`src/rtl/pmp_csr_pkg.sv`:
```
package pmp_csr_pkg;

   typedef enum logic [1:0] {
      KIND_CFG  = 2'd0,
      KIND_ADDR = 2'd1,
      KIND_SEC  = 2'd2,
      KIND_NONE = 2'd3
   } csr_kind_e;

   localparam int BIT_PERM_R = 0;
   localparam int BIT_PERM_W = 1;
   localparam int BIT_PERM_X = 2;
   localparam int BIT_MODE_LO = 3;
   localparam int BIT_LOCK = 7;

   localparam logic [1:0] MODE_TOP_OF_RANGE = 2'b01;
   localparam logic [2:0] PERM_WX_ONLY = 3'b110;

   localparam int SEC_LOCKDOWN = 0;
   localparam int SEC_DENYDEF  = 1;
   localparam int SEC_BYPASS   = 2;

endpackage

```
`src/rtl/pmp_cfg_accept.sv`:
```
module pmp_cfg_accept
   import pmp_csr_pkg::*;
#(
   parameter bit SEC_EXT = 1'b1
) (
   input  logic [7:0] cur_cfg,
   input  logic [7:0] new_cfg,
   input  logic       bypass,
   input  logic       lockdown,
   output logic       accept
);

   logic cur_locked;
   assign cur_locked = cur_cfg[BIT_LOCK];

   logic unused_cur;
   assign unused_cur = ^{cur_cfg[6:0], new_cfg[6:3]};

   generate
      if (SEC_EXT) begin : g_ext
         logic lock_no_exec;
         logic open_not_wx;
         assign lock_no_exec = new_cfg[BIT_LOCK] & ~new_cfg[BIT_PERM_X];
         assign open_not_wx  = ~new_cfg[BIT_LOCK] &
                               (new_cfg[BIT_PERM_X:BIT_PERM_R] != PERM_WX_ONLY);
         always_comb begin
            if (bypass) begin
               accept = 1'b1;
            end else if (lockdown) begin
               accept = lock_no_exec | open_not_wx;
            end else begin
               accept = ~cur_locked;
            end
         end
      end else begin : g_plain
         logic unused_sec;
         assign unused_sec = ^{bypass, lockdown, new_cfg[BIT_LOCK], new_cfg[2:0]};
         assign accept = ~cur_locked;
      end
   endgenerate

endmodule

```
`src/rtl/pmp_sec_reg.sv`:
```
module pmp_sec_reg
   import pmp_csr_pkg::*;
#(
   parameter bit SEC_EXT = 1'b1,
   parameter int DW      = 32
) (
   input  logic          clk,
   input  logic          rst_n,
   input  logic          wr_en,
   input  logic [DW-1:0] wdata,
   input  logic          any_locked,
   output logic          lockdown,
   output logic          denydef,
   output logic          bypass
);

   logic unused_hi;
   assign unused_hi = ^wdata[DW-1:3];

   generate
      if (SEC_EXT) begin : g_ext
         logic ld_q, dd_q, bp_q;
         always_ff @(posedge clk) begin
            if (!rst_n) begin
               ld_q <= 1'b0;
               dd_q <= 1'b0;
               bp_q <= 1'b0;
            end else if (wr_en) begin
               ld_q <= ld_q | wdata[SEC_LOCKDOWN];
               dd_q <= dd_q | wdata[SEC_DENYDEF];
               bp_q <= wdata[SEC_BYPASS] & (bp_q | ~any_locked);
            end
         end
         assign lockdown = ld_q;
         assign denydef  = dd_q;
         assign bypass   = bp_q;
      end else begin : g_none
         logic unused_in;
         assign unused_in = ^{clk, rst_n, wr_en, wdata[2:0], any_locked};
         assign lockdown = 1'b0;
         assign denydef  = 1'b0;
         assign bypass   = 1'b0;
      end
   endgenerate

endmodule

```
`src/rtl/pmp_csr_rdmux.sv`:
```
module pmp_csr_rdmux
   import pmp_csr_pkg::*;
#(
   parameter int NUM_ENTRIES = 16,
   parameter int DW          = 32,
   parameter int AW          = 32,
   parameter int IDX_W       = 8
) (
   input  logic [1:0]                rd_kind,
   input  logic [IDX_W-1:0]          rd_idx,
   input  logic [NUM_ENTRIES*8-1:0]  cfg_flat,
   input  logic [NUM_ENTRIES*AW-1:0] addr_flat,
   input  logic [2:0]                sec_bits,
   output logic [DW-1:0]             rdata
);

   localparam int BPC = DW / 8;

   always_comb begin
      rdata = '0;
      case (csr_kind_e'(rd_kind))
         KIND_CFG: begin
            for (int b = 0; b < BPC; b++) begin
               if (int'(rd_idx) * BPC + b < NUM_ENTRIES) begin
                  rdata[b*8 +: 8] = cfg_flat[(int'(rd_idx) * BPC + b) * 8 +: 8];
               end
            end
         end
         KIND_ADDR: begin
            if (int'(rd_idx) < NUM_ENTRIES) begin
               rdata[AW-1:0] = addr_flat[int'(rd_idx) * AW +: AW];
            end
         end
         KIND_SEC: begin
            rdata[2:0] = sec_bits;
         end
         default: rdata = '0;
      endcase
   end

endmodule

```
`src/rtl/pmp_csr_regfile.sv`:
```
module pmp_csr_regfile
   import pmp_csr_pkg::*;
#(
   parameter int NUM_ENTRIES = 16,
   parameter int DW          = 32,
   parameter int AW          = 32,
   parameter int IDX_W       = 8,
   parameter bit SEC_EXT     = 1'b1
) (
   input  logic                      clk,
   input  logic                      rst_n,
   input  logic                      csr_we,
   input  logic [1:0]                csr_kind,
   input  logic [IDX_W-1:0]          csr_idx,
   input  logic [DW-1:0]             csr_wdata,
   output logic [DW-1:0]             csr_rdata,
   output logic [NUM_ENTRIES*8-1:0]  cfg_o,
   output logic [NUM_ENTRIES*AW-1:0] addr_o,
   output logic                      sec_lockdown_o,
   output logic                      sec_denydef_o,
   output logic                      sec_bypass_o,
   output logic                      rule_changed_o
);

   localparam int BPC = DW / 8;

   generate
      if (DW != 32 && DW != 64) begin : g_bad_dw
         $error("pmp_csr_regfile: DW must be 32 or 64");
      end
      if (AW < 1 || AW > DW) begin : g_bad_aw
         $error("pmp_csr_regfile: AW must be in 1..DW");
      end
      if (NUM_ENTRIES < 1 || NUM_ENTRIES > 64) begin : g_bad_n
         $error("pmp_csr_regfile: NUM_ENTRIES must be in 1..64");
      end
      if ((1 << IDX_W) < NUM_ENTRIES) begin : g_bad_idx
         $error("pmp_csr_regfile: IDX_W too narrow for NUM_ENTRIES");
      end
   endgenerate

   csr_kind_e kind;
   assign kind = csr_kind_e'(csr_kind);

   logic [NUM_ENTRIES*8-1:0]  cfg_q;
   logic [NUM_ENTRIES*AW-1:0] addr_q;
   logic [NUM_ENTRIES*8-1:0]  cfg_new;
   logic [NUM_ENTRIES-1:0]    cfg_wr, addr_wr, lock_v, tor_v;
   logic                      rc_q;
   logic                      lockdown, denydef, bypass, any_locked;

   assign any_locked = |lock_v;

   generate
      for (genvar i = 0; i < NUM_ENTRIES; i++) begin : g_ent
         localparam int CSR_NO  = i / BPC;
         localparam int BYTE_NO = i % BPC;
         logic cfg_hit, addr_hit, cfg_ok, nxt_guard;

         assign cfg_new[i*8 +: 8] = csr_wdata[BYTE_NO*8 +: 8];
         assign lock_v[i] = cfg_q[i*8 + BIT_LOCK];
         assign tor_v[i]  = (cfg_q[i*8 + BIT_MODE_LO +: 2] == MODE_TOP_OF_RANGE);

         assign cfg_hit  = csr_we && (kind == KIND_CFG) &&
                           (csr_idx == IDX_W'(CSR_NO));
         assign addr_hit = csr_we && (kind == KIND_ADDR) &&
                           (csr_idx == IDX_W'(i));

         pmp_cfg_accept #(.SEC_EXT(SEC_EXT)) u_accept (
            .cur_cfg  (cfg_q[i*8 +: 8]),
            .new_cfg  (cfg_new[i*8 +: 8]),
            .bypass   (bypass),
            .lockdown (lockdown),
            .accept   (cfg_ok)
         );

         if (i + 1 < NUM_ENTRIES) begin : g_nxt
            assign nxt_guard = lock_v[i+1] & tor_v[i+1];
         end else begin : g_top
            assign nxt_guard = 1'b0;
         end

         assign cfg_wr[i]  = cfg_hit & cfg_ok;
         assign addr_wr[i] = addr_hit & ~lock_v[i] & ~nxt_guard;
      end
   endgenerate

   always_ff @(posedge clk) begin
      if (!rst_n) begin
         cfg_q  <= '0;
         addr_q <= '0;
         rc_q   <= 1'b0;
      end else begin
         for (int i = 0; i < NUM_ENTRIES; i++) begin
            if (cfg_wr[i]) begin
               cfg_q[i*8 +: 8] <= cfg_new[i*8 +: 8];
            end
            if (addr_wr[i]) begin
               addr_q[i*AW +: AW] <= csr_wdata[AW-1:0];
            end
         end
         rc_q <= (|cfg_wr) | (|addr_wr);
      end
   end

   pmp_sec_reg #(.SEC_EXT(SEC_EXT), .DW(DW)) u_sec (
      .clk        (clk),
      .rst_n      (rst_n),
      .wr_en      (csr_we && (kind == KIND_SEC)),
      .wdata      (csr_wdata),
      .any_locked (any_locked),
      .lockdown   (lockdown),
      .denydef    (denydef),
      .bypass     (bypass)
   );

   pmp_csr_rdmux #(
      .NUM_ENTRIES (NUM_ENTRIES),
      .DW          (DW),
      .AW          (AW),
      .IDX_W       (IDX_W)
   ) u_rdmux (
      .rd_kind   (csr_kind),
      .rd_idx    (csr_idx),
      .cfg_flat  (cfg_q),
      .addr_flat (addr_q),
      .sec_bits  ({bypass, denydef, lockdown}),
      .rdata     (csr_rdata)
   );

   assign cfg_o          = cfg_q;
   assign addr_o         = addr_q;
   assign sec_lockdown_o = lockdown;
   assign sec_denydef_o  = denydef;
   assign sec_bypass_o   = bypass;
   assign rule_changed_o = rc_q;

endmodule

```
`config.mk`:
```
export PLATFORM = sky130hd
export DESIGN_NAME = pmp_csr_regfile
export DESIGN_NICKNAME = d
export VERILOG_FILES = /design/src/rtl/pmp_csr_pkg.sv /design/src/rtl/pmp_cfg_accept.sv /design/src/rtl/pmp_sec_reg.sv /design/src/rtl/pmp_csr_rdmux.sv /design/src/rtl/pmp_csr_regfile.sv
export SDC_FILE = /design/constraint.sdc
export NUM_CORES = 2
export LEC_CHECK = 0
export CAP_MARGIN = 20
export CORE_AREA = 2 2 283 285
export CTS_CLUSTER_DIAMETER = 100
export DETAILED_ROUTE_END_ITERATION = 10
export DIE_AREA = 0 0 285 287
export DONT_BUFFER_PORTS = 1
export SLEW_MARGIN = 0
export SYNTH_ARGS = -nofsm -noshare
export SYNTH_HDL_FRONTEND = slang
export SYNTH_SLANG_ARGS = --single-unit
```
`constraint.sdc`:
```
create_clock -name clk -period 8.8 [get_ports clk]
set_clock_uncertainty 0.05 [all_clocks]
set_input_delay 2.64 -clock clk [delete_from_list [all_inputs] [get_ports clk]]
set_output_delay 2.64 -clock clk [all_outputs]
set_load 0.005 [all_outputs]
```
Word-level counts from Yosys, hierarchy flattened
Cells that the tools add are included.
{ "word_totals": {"reg_bits": 644, "word_cells": 271} }
{ "classes": {"addsub": 3, "n_lt_le_gt_ge": 5, "n_eq_ne": 36, "n_shift": 5, "n_mux": 39, "bitwise": 119, "reduce_logical": 28} }
{ "ops": {"columns": ["op", "count"], "rows": [
  ["variable part select 512 x 14 -> 32 bit", 1],
  ["variable part select 128 x 32 -> 8 bit", 3],
  ["variable part select 128 x 14 -> 8 bit", 1],
  ["< comparator 32 x 6 -> 1 bit, second input constant", 3],
  ["bitwise AND 1 bit", 71],
  ["== test 8 x 4 -> 1 bit, second input constant", 8],
  ["one-hot mux 29 bit (2 select lines)", 1],
  ["OR reduction 16 bit", 3],
  ["NOT 1 bit", 40],
  ["== test 2 x 1 -> 1 bit, second input constant", 16],
  ["== test 8 x 3 -> 1 bit, second input constant", 4],
  ["two-way mux 1 bit", 32],
  ["two-way mux 32 bit", 1],
  ["two-way mux 8 bit", 4],
  ["logical AND 1 bit", 23],
  ["adder 10 x 2 -> 11 bit, second input constant", 2],
  ["== test 8 x 2 -> 1 bit, second input constant", 2],
  ["inequality test 3 bit, second input constant", 4],
  ["adder 10 x 1 -> 11 bit, second input constant", 1],
  ["< comparator 10 x 5 -> 1 bit, second input constant", 1],
  ["one-hot mux 3 bit (3 select lines)", 1],
  ["== test 8 x 1 -> 1 bit, second input constant", 1],
  ["logical NOT 8 bit", 1],
  ["< comparator 8 x 5 -> 1 bit, second input constant", 1],
  ["other kinds (3)", 10]
]} }

Longest topological paths before layout
{ "logic_depth": {"depth_word": 8, "depth_mapped": 10} }

By module
A second synthesis with hierarchy kept.
{ "unflattened": {"hier_cells": 3031, "hier_area_um2": 30520.5} }
{ "by_module_without_submodules": {"columns": ["mod", "instances", "cells_each", "area_per_inst_um2", "seq_area_each_um2"], "rows": [
  ["pmp_csr_regfile", 1, 2610, 24962.7, 12832.3],
  ["pmp_csr_rdmux", 1, 347, 5013.6, 0.0],
  ["pmp_cfg_accept", 16, 4, 27.5, 0.0],
  ["pmp_sec_reg", 1, 10, 103.8, 60.1]
]} }

Worst setup path before layout
OpenSTA, ideal clock, no wires.
{ "synth_path": {"kind": "input to output", "startpoint": "in csr_idx[1]", "endpoint": "out csr_rdata[11]", "arrival_time_ps": 4411, "t_required_ps": 6110, "slack_ps": 1699, "path_stages": 6, "path_cell_list": "buf_2 buf_2 buf_1 mux4_2 mux4_2 a22o_1"} }
{ "synth_between": {"elab_chain_len": 4, "elab_cells_between_ends": 8, "classes_between": "add/sub (1); order compare (2); shift (2); mux (3)"} }
{ "synth_rtl": {"columns": ["element", "line_no", "source"], "rows": [
  ["start, declared", "pmp_csr_regfile.sv:14", "input logic [IDX_W-1:0] csr_idx,"],
  ["adder 10 x 1 -> 11 bit", "pmp_csr_rdmux.sv:24, pmp_csr_rdmux.sv:25", null],
  ["< comparator 32 x 6 -> 1 bit / variable part select 128 x 32 -> 8 bit (equally long branches)", "pmp_csr_rdmux.sv:24, pmp_csr_rdmux.sv:25", null],
  ["two-way mux 8 bit", "pmp_csr_rdmux.sv:24", "if (int'(rd_idx) * BPC + b < NUM_ENTRIES) begin"],
  ["one-hot mux 29 bit (2 select lines) (*)", "pmp_csr_rdmux.sv:21", "case (csr_kind_e'(rd_kind))"],
  ["end, declared", "pmp_csr_regfile.sv:16", "output logic [DW-1:0] csr_rdata,"]
]} }
Mark *: on every way between the ends. The rest lies on a longest branch, timed or not.

Worst setup path after layout
{ "layout_path": {"startpoint": "in csr_idx[7]", "endpoint": "out csr_rdata[20]"} }
{ "layout_between": {"elab_chain_len": 4, "elab_cells_between_ends": 8, "classes_between": "add/sub (1); order compare (2); shift (2); mux (3)"} }
{ "layout_rtl": {"columns": ["element", "line_no"], "rows": [
  ["adder 10 x 2 -> 11 bit", "pmp_csr_rdmux.sv:24, pmp_csr_rdmux.sv:25"],
  ["< comparator 32 x 6 -> 1 bit / variable part select 128 x 32 -> 8 bit (equally long branches)", "pmp_csr_rdmux.sv:24, pmp_csr_rdmux.sv:25"],
  ["two-way mux 8 bit", "pmp_csr_rdmux.sv:24"],
  ["one-hot mux 29 bit (2 select lines) (*)", "pmp_csr_rdmux.sv:21"]
]} }
Marks and branches as above.

==> qor.txt <==
status = finished, final reports clean
detailed-route wire length per cell = 33.35 um
fin crit share = 79.38%
CP max stage cell = and2_2
post-synthesis cell area = 28,190 um^2
worst endpoint required time = 6.11 ns
worst min-delay path class = reg -> reg
Synth top cells by count = nand2_1 (982), dfxtp_1 (644), a21oi_1 (490)
top cell type by total area after synthesis = dfxtp_1
worst-skew pair later-pin latency = 0.63 ns
Worst-Margin Slew = 1.141 ns
Core Box Area = 78,610 um^2
Post-Synth XOR/XNOR Area = 0%
share of post-route cells with drive strength above 1 = 13.06%
fmax = 143.2 MHz
total grt overflow = 0
register area = 12,890 um^2
global-route wire length before repair = 184,100 um
Routed Antenna Nets = 0
total instance count after detailed placement = 3,877
Crit Path Max Fanout = 35
largest net degree at the start of global routing = 207
Max Slew Vio Count = 0
initial antenna violation count = 10
Peak VDD IR = 0.0001233 V
Rel. slew slack = 23.94%
Port Buffers = 0
final hold violations = 0
Min Clock Period, post-route = 6.985 ns
via total after detailed routing = 24,064
CTS max path bufs = 3
Multi-input gate area = 14,010 um^2
Post-Syn Instances = 3,124
full die area = 81,800 um^2
EDFF count, synth = 0
routability cong. = 0.9870
CTS tree = built
Rows = 103
post-CTS setup buffers = 0
Worst-path clk slew = 0.06 ns
Num CTS Buffers = 72
Final Util = 39.41%
Die Wd = 285 um
CTS sink count = 644
Filler cells = 7,641
CP Launch Type = input port
Syn Area/Cell = 9.024 um^2
Nets = 2,951
most common cell in the netlist = nand2_1
First DRT Iteration DRCs = 3,368
simple-gate share of the synthesized area = 17.50%
total I/O pin count = 721
DRT Wirelength = 133,900 um
Post-Synth Adder-Cell Area = 0%
fraction of registers with async set/reset = 0%
post-DR vias/cell = 5.995
GRT Resource Usage Total = 31.33%
Worst setup EP type = primary output
mux cell area share after synthesis = 20.70%
post-synthesis compound-gate area fraction = 11.02%
Seq/Total Area, Yosys = 45.73%
number of max-cap violations = 0
Setup Crit Path Kind = in -> out
critical-path cell list = nor4b_2, and2_2, a22o_1
hold_buf cts = 0
final setup fails = 0
Initial Utilization = 35.86%
P per Cell Area = 200.4 nW/um^2
largest family of logic cells by synthesized area = multiplexers
top cells by area, synth = dfxtp_1 (46%), mux4_2 (15%), nand2_1 (13%)
htree depth = 3
total power = 6.209 mW
Final Cell Area = 30,980 um^2
setup TNS = 0 ns
post-CTS resize count = 0
Synth cell types = 44
Synth top area share = 45.73%
CTS root buf = clkbuf_16
Post-Syn Nets = 3,169
Finished Layout Cells = 4,014
CP max stage delay = 0.89 ns
reg2reg setup slack = 5.88 ns
Synth Warn # = 0
dominant synthesized flop cell = dfxtp_1
number of global-route vias before repair = 21,694
placed wire-length estimate = 94,570 um
DIE HEIGHT = 287 um
DR DRC count = 0
RSZ-0062 raised after global routing = no
area delta synth->final = 9.889%
placed cell areas = 28,430 um^2
WP data arrival = 4.30 ns
flops & latches, synth = 644
Initial DRT Pass Iterations = 7
Static Leak = 10.41 nW
-- cell families (layout without fill, tap and decap cells) --
kind of cell | after synthesis | after routing
muxes | 343 | 343
DFF | 644 | 644
and+or+nand+nor | 1249 | 1249
AOI/OAI and AO/OA | 566 | 566
buffers and inverters | 322 | 161
other | 0 | 1
-- flip-flops by register name, indices dropped and copies added, names as in the netlist --
name            flops
addr_o            512
cfg_o             128
rule_changed_o      1
u_sec.bypass        1
u_sec.denydef       1
u_sec.lockdown      1
-- worst max-delay path, delay by kind of cell --
kind	cells	cell delay, ns
and+or+nand+nor	2	1.25
AOI/OAI and AO/OA	1	0.39
-- stage by stage --
stage | setup slack (ns) | hold slack (ns)
3_3_place_gp | 1.899 | 0.4318
5_1_grt | 1.747 | 0.4629
2_1_floorplan | 1.699 | 0.4125
4_1_cts | 1.823 | 0.4474
6_report | 1.815 | 0.4542
3_5_place_dp | 1.817 | 0.4394
-- routing by layer --
metal,track usage (%),vias to the layer above,wire (um)
met2,44.95,1707,56300
met5,0,-,155
met1,38.16,11893,49250
met3,21.11,262,24410
li1,-,10188,-
met4,8.233,14,3749
-- final timing paths --
kind                    start       endpoint  depth (start not counted)
setup / recovery   csr_idx[7]  csr_rdata[20]                          3
hold / removal    addr_o[374]    addr_o[374]                          2
setup reg to reg    cfg_o[99]    addr_o[379]                          5
hold reg to reg   addr_o[374]    addr_o[374]                          2
-- where the power goes --
part	switching, mW	internal [mW]
clock network	1.31	1.85
registers	0.00249	2.92
logic	0.0741	0.0512
total	1.39	4.82
-- placed cells by master, fill, tap and decap left out, drive strengths merged, types with 11 or more instances in the layout --
cell type    n
nand2      984
dfxtp      644
a21oi      490
nor2       196
mux4       192
mux2i      151
clkbuf     110
a22o        29
or2         25
o21ai       16
buf         16
inv         15
clkinv      11
-- layout make-up --
| type | count | share of cell area [%] |
|---|---|---|
| clock buffers | 107 | 6.923 |
| well taps | 1050 | 4.241 |
| diodes | 1 | 0.008078 |
| repair buffers | 19 | 0.7997 |
| multi-input cells | 2158 | 45.22 |
| flip-flops and latches | 644 | 41.62 |
| inverters | 11 | 0.1575 |
| clock inverters | 24 | 1.038 |
Note: power is estimated with default switching activity, not from simulation.
